### src/rtl/wvlt_pkg.sv
package wvlt_pkg;

    localparam int SW     = 16;              // sample / coefficient width on all levels
    localparam int COEF_W = 12;              // tap width
    localparam int FRAC   = 11;              // tap fraction bits
    localparam int NTAP   = 4;               // taps per filter
    localparam int NLVL   = 3;               // decomposition levels
    localparam int HIST   = NTAP - 1;        // stored past samples per level
    localparam int ACC_W  = SW + COEF_W + 2; // exact sum of NTAP products

    typedef logic signed [SW-1:0] smp_t;

    typedef enum logic [1:0] {
        ST_IDLE   = 2'd0,
        ST_EVAL   = 2'd1,
        ST_APPROX = 2'd2
    } state_e;

    // Tap k of the low-pass (hp = 0) or high-pass (hp = 1) filter.
    // High-pass is the quadrature mirror: reversed order, odd taps negated.
    function automatic logic signed [COEF_W-1:0] tap_of(input logic hp, input int k);
        logic signed [COEF_W-1:0] r;
        int j;
        j = hp ? (NTAP - 1 - k) : k;
        case (j)
            0:       r = COEF_W'(989);
            1:       r = COEF_W'(1713);
            2:       r = COEF_W'(459);
            default: r = COEF_W'(-265);
        endcase
        if (hp && (k % 2 == 1)) r = -r;
        return r;
    endfunction

endpackage

### src/rtl/wvlt_fir4.sv
module wvlt_fir4
    import wvlt_pkg::*;
(
    input  logic              sel_hp,
    input  logic signed [SW-1:0] x [NTAP],
    output logic signed [SW-1:0] y
);

    localparam logic signed [ACC_W-1:0] HALF = ACC_W'(1) <<< (FRAC - 1);

    logic signed [ACC_W-1:0] prod [NTAP];

    for (genvar k = 0; k < NTAP; k++) begin : g_tap
        logic signed [ACC_W-1:0] xe;
        logic signed [ACC_W-1:0] te;
        always_comb begin
            xe      = ACC_W'(x[k]);
            te      = ACC_W'(tap_of(sel_hp, k));
            prod[k] = xe * te;
        end
    end

    logic signed [ACC_W-1:0] acc;
    logic signed [ACC_W-1:0] scaled;

    always_comb begin
        acc = '0;
        for (int k = 0; k < NTAP; k++) begin
            acc = acc + prod[k];
        end
        scaled = (acc + HALF) >>> FRAC;
        y      = scaled[SW-1:0];
    end

endmodule

### src/rtl/wvlt_hist_bank.sv
module wvlt_hist_bank
    import wvlt_pkg::*;
#(
    parameter int N_CH = 8,
    parameter int CHW  = 3
) (
    input  logic                 clk,
    input  logic                 rst_n,
    input  logic [CHW-1:0]       ch,
    input  logic [1:0]           lvl_idx,
    output logic [HIST-1:0][SW-1:0] hist_o,
    output logic                 phase_o,
    input  logic                 wr_en,
    input  logic [SW-1:0]        wr_sample
);

    logic [SW-1:0] line_q [N_CH][NLVL][HIST];
    logic          odd_q  [N_CH][NLVL];

    logic [1:0] li;

    always_comb begin
        li = (lvl_idx < 2'(NLVL)) ? lvl_idx : 2'd0;
        for (int t = 0; t < HIST; t++) begin
            hist_o[t] = line_q[ch][li][t];
        end
        phase_o = odd_q[ch][li];
    end

    for (genvar c = 0; c < N_CH; c++) begin : g_ch
        for (genvar l = 0; l < NLVL; l++) begin : g_lvl
            logic hit;
            assign hit = wr_en && (ch == CHW'(c)) && (li == 2'(l));
            always_ff @(posedge clk) begin
                if (!rst_n) begin
                    for (int t = 0; t < HIST; t++) begin
                        line_q[c][l][t] <= '0;
                    end
                    odd_q[c][l] <= 1'b0;
                end else if (hit) begin
                    line_q[c][l][0] <= wr_sample;
                    for (int t = 1; t < HIST; t++) begin
                        line_q[c][l][t] <= line_q[c][l][t-1];
                    end
                    odd_q[c][l] <= ~odd_q[c][l];
                end
            end
        end
    end

endmodule

### src/rtl/wvlt_mc_engine.sv
module wvlt_mc_engine
    import wvlt_pkg::*;
#(
    parameter  int N_CH = 8,
    parameter  int IN_W = 10,
    localparam int CHW  = (N_CH > 1) ? $clog2(N_CH) : 1
) (
    input  logic                 clk,
    input  logic                 rst_n,
    input  logic                 in_valid,
    output logic                 in_ready,
    input  logic [CHW-1:0]       in_ch,
    input  logic signed [IN_W-1:0] in_sample,
    output logic                 out_valid,
    output logic [CHW-1:0]       out_ch,
    output logic [1:0]           out_level,
    output logic                 out_is_detail,
    output logic signed [SW-1:0] out_coef
);

    typedef struct packed {
        state_e         st;
        logic [CHW-1:0] ch;
        logic [1:0]     lvl;
        smp_t           smp;
    } job_t;

    job_t job_q, job_d;

    logic [1:0]               lvl_idx;
    logic [HIST-1:0][SW-1:0]  hist;
    logic                     odd_phase;
    logic                     wr_en;
    logic                     sel_hp;
    logic signed [SW-1:0]     fir_x [NTAP];
    logic signed [SW-1:0]     fir_y;

    always_comb begin
        lvl_idx  = job_q.lvl - 2'd1;
        fir_x[0] = job_q.smp;
        for (int t = 1; t < NTAP; t++) begin
            fir_x[t] = hist[t-1];
        end
    end

    wvlt_hist_bank #(
        .N_CH (N_CH),
        .CHW  (CHW)
    ) u_hist (
        .clk       (clk),
        .rst_n     (rst_n),
        .ch        (job_q.ch),
        .lvl_idx   (lvl_idx),
        .hist_o    (hist),
        .phase_o   (odd_phase),
        .wr_en     (wr_en),
        .wr_sample (job_q.smp)
    );

    wvlt_fir4 u_fir (
        .sel_hp (sel_hp),
        .x      (fir_x),
        .y      (fir_y)
    );

    always_comb begin
        job_d         = job_q;
        wr_en         = 1'b0;
        sel_hp        = (job_q.st == ST_EVAL);
        in_ready      = (job_q.st == ST_IDLE);
        out_valid     = 1'b0;
        out_ch        = job_q.ch;
        out_level     = job_q.lvl;
        out_is_detail = (job_q.st == ST_EVAL);
        out_coef      = fir_y;

        case (job_q.st)
            ST_IDLE: begin
                if (in_valid) begin
                    job_d.st  = ST_EVAL;
                    job_d.ch  = in_ch;
                    job_d.lvl = 2'd1;
                    job_d.smp = SW'(in_sample);
                end
            end
            ST_EVAL: begin
                if (!odd_phase) begin
                    wr_en    = 1'b1;
                    job_d.st = ST_IDLE;
                end else begin
                    out_valid = 1'b1;
                    job_d.st  = ST_APPROX;
                end
            end
            ST_APPROX: begin
                wr_en = 1'b1;
                if (job_q.lvl == 2'(NLVL)) begin
                    out_valid = 1'b1;
                    job_d.st  = ST_IDLE;
                end else begin
                    job_d.smp = fir_y;
                    job_d.lvl = job_q.lvl + 2'd1;
                    job_d.st  = ST_EVAL;
                end
            end
            default: job_d.st = ST_IDLE;
        endcase
    end

    always_ff @(posedge clk) begin
        if (!rst_n) begin
            job_q <= '0;
        end else begin
            job_q <= job_d;
        end
    end

endmodule

### config.mk
export PLATFORM = sky130hd
export DESIGN_NAME = wvlt_mc_engine
export DESIGN_NICKNAME = d
export VERILOG_FILES = /design/src/rtl/wvlt_pkg.sv /design/src/rtl/wvlt_fir4.sv /design/src/rtl/wvlt_hist_bank.sv /design/src/rtl/wvlt_mc_engine.sv
export SDC_FILE = /design/constraint.sdc
export NUM_CORES = 2
export LEC_CHECK = 0
export BUFFER_PORTS_ARGS = -buffer_cell sky130_fd_sc_hd__buf_2
export CORE_ASPECT_RATIO = 1.5
export CORE_MARGIN = 2
export CORE_UTILIZATION = 45
export DETAILED_ROUTE_END_ITERATION = 10
export PLACE_DENSITY = 0.63
export SLEW_MARGIN = 20
export SYNTH_ARGS = -nofsm -noshare
export SYNTH_HDL_FRONTEND = slang
export SYNTH_SLANG_ARGS = --single-unit
### constraint.sdc
create_clock -name clk -period 29.8 [get_ports clk]
set_input_delay 2.98 -clock clk [delete_from_list [all_inputs] [get_ports clk]]
set_output_delay 2.98 -clock clk [all_outputs]
set_load 0.02 [all_outputs]
==> summary.md <==
| Metric | Value |
|---|---|
| Status | complete, no violations |
| Post-synth ARST share | 0% |
| Final TNS setup | 0 ns |
| Hpwl dp | roughly 150,000 microns |
| Multi-input logic area | between 30,000 and 40,000 sq um |
| Starting density of the core | 45.1% |
| CP dominant cell by count | fa_1 |
| Largest net degree at the start of global routing | about 110 |
| Routability Congestion | roughly 0.95 |
| CTS tree | done |
| Fillers | 14,200 |
| Aggregate global routing overflow | 0 |
| DR WL/cell | 28.5 microns |
| Main synth FF type | edfxtp_1 |
| IO Pins | 40 |
| Count leader, synth | edfxtp_1 |
| Placed Instance Area | 77,500 sq um |
| Detailed Route WL | 218,000 microns |
| Hold Buf Count CTS | 0 |
| Dpl ws | 14.10 ns |
| Yosys top cell area share | 47.3% |
| Port Buffers | 39 |
| Worst reg2reg setup slack | 17.10 ns |
| Setup-failing EPs final | 0 |
| Rel. slew slack | 23.4% |
| Worst skew pair latency | ~0.74 ns |
| Tmin final | 16.32 ns |
| DR pass1 iterations | 7 |
| Synth area leaders | edfxtp_1, fa_1, mux4_2 |
| Worst hold margin | around 0.48 ns |
| Max Freq | 61.3 MHz |
| Clock sink count | 1,202 |
| Crit share post-route | 54.8% |
| Initial drt markers | 3,958 |
| Share of post-route cells with drive strength above 1 | a little over an eighth |
| Post-synth EDFFs | 1,175 |
| Die height | roughly 500 microns |
| Final Skew | 0.0573 ns |
| CP endpoint kind | primary output |
| Design Area, Final | 81,100 sq um |
| Final worst slack | 13.48 ns |
| First-pass GRT wire length | 319,000 microns |
| Top cells by count, synth | edfxtp_1, inv_1, fa_1, and2_1, nor3_1 |
| Reg clk slew, reported paths | 0.07 ns |
| RSZ-0062 raised after global routing | false |
| Root buffer cell | clkbuf_16 |
| CP arrival | 13.34 ns |
| Largest area contributor in the netlist | edfxtp_1 |
| Post-CTS setup buffer count | 0 |
| Least-Margin Pin Slew | 1.14 ns |
| Final Hold Viols | 0 |
| DRT antenna net count | 0 |
| Drt via density | 5.73 |
| Via count | 43,900 |
| Busiest grt layer | met2 |
| HP Class | reg2reg |
| Final Slew Violations | 0 |
| Post-CTS sizing | 0 |
| Die Area | 169,000 sq um |
| CTS buffer count | 108 |
| CP max-delay cell | a21oi_1 |
| DRC Markers | 0 |
| Die width | 337 microns |
| Mean area per synthesized cell | 13.8 sq um |
| CP startpoint kind | flop |
| Vias in the first global route | 47,200 |
| #FFs+latches synth | between 1,000 and 1,500 |
| Sequential share of the synthesized area | 48.0% |
| Clock Tree Buf Depth | 3 |
| Crit Path Category | reg2out |
| Ys Warns | 0 |
| Met2 Usage GRT | 46.2% |
| # rows | 183 |
| Global Route met1 Usage | 31.5% |
| Initial antenna violation count | 9 |
| Synth cell types | 61 |
| CP peak stage delay | 0.88 ns |
| Synth-to-Final Area Change | 8.64% |
| Final net count | 6,271 |
| All-Layer GR Usage | 26.3% |
| Mapped Area | 74,600 sq um |
| Max cap viols | 0 |
| Htree depth | 3 |
| Core outline area | 165,000 sq um |
| GR Util met3 | approximately 2.9% |
| Critical Path RT | between 20 and 30 ns |
| Flip-flop and latch area | 35,800 sq um |
| CP Max Fanout | 85 |
| Synthesized instance count | 5,422 |
[through the flow]
stage | utilization [%] | std cells
finish | 49.0 | 7654
global route | 49.0 | 7652
CTS | 49.0 | 7650
detailed placement | 46.9 | 7446
global placement | 46.9 | 7446
floorplan | - | 5423
[registers in the layout, summed over array words and instances, names as in the netlist, named ones only]
register,cells
fir_x,16
job_q,2
out_ch,3
out_level,2
u_hist.line_q,1152
u_hist.odd_q,24
[worst paths after layout]
| path | startpoint | cells after the start | endpoint |
|---|---|---|---|
| max reg2reg | flop | 32 | fir_x[61]$_SDFFE_PN0P_ |
| min | u_hist.odd_q[4][2]$_DFF_P_ | 1 | u_hist.odd_q[4][2]$_DFF_P_ |
| max | flop | 32 | out_coef[14] |
| min reg2reg | u_hist.odd_q[4][2]$_DFF_P_ | 1 | u_hist.odd_q[4][2]$_DFF_P_ |
[placed cells by master (no fill, tap or decap), drive strengths merged, types with 59 or more instances in the layout]
cell and n:
buf 160, nand2 106, fa 639, clkbuf 127, nor3 349, inv 843, mux2i 59, edfxtp 1175
clkinv 69, nor2 182, a21oi 67, ha 280, mux4 341, and3 277, and2 545
[kinds of logic after synthesis]
| family | count (synthesis) | share of synthesized area (%) |
|---|---|---|
| xor gates and xnor gates | 50 | 0.605 |
| buffers and inverters | 1207 | 6.21 |
| adders and majority gates | 919 | 21.8 |
| AOI/OAI and AO/OA | 148 | 1.18 |
| other | 1 | 0.00502 |
| and+or+nand+nor | 1493 | 11.0 |
| DFF | 1202 | 48.0 |
| muxes | 402 | 11.2 |
[routing by layer]
| metal | vias to the layer above | part of all wire, % |
|---|---|---|
| met3 | 539 | 5.8 |
| li1 | 18500 | - |
| met2 | 1684 | 51 |
| met5 | - | 0.0060 |
| met4 | 2 | 6.6 |
| met1 | 23100 | 36 |
[critical path, delay by kind of cell (launching register included)]
kind	cells	cell delay, ns
compound gates	7	2.44
xor+xnor	1	0.16
fa+ha+maj	10	4.72
buf+inv	10	2.89
flops	1	0.67
mux	2	1.13
simple gates	2	0.42
[area by class of cell]
type                    instances  area share, %
diodes                          4         0.0123
clock inverters                77          0.943
multi-input cells            3014           42.6
clock buffers                 127           3.47
flip-flops and latches       1202           44.2
repair buffers                160           1.42
well taps                    2220           3.43
inverters                     850           3.94
Power is left out: the tool's default activity adds up to more than one toggle a clock period on the data nets, which glitch-free logic cannot reach.
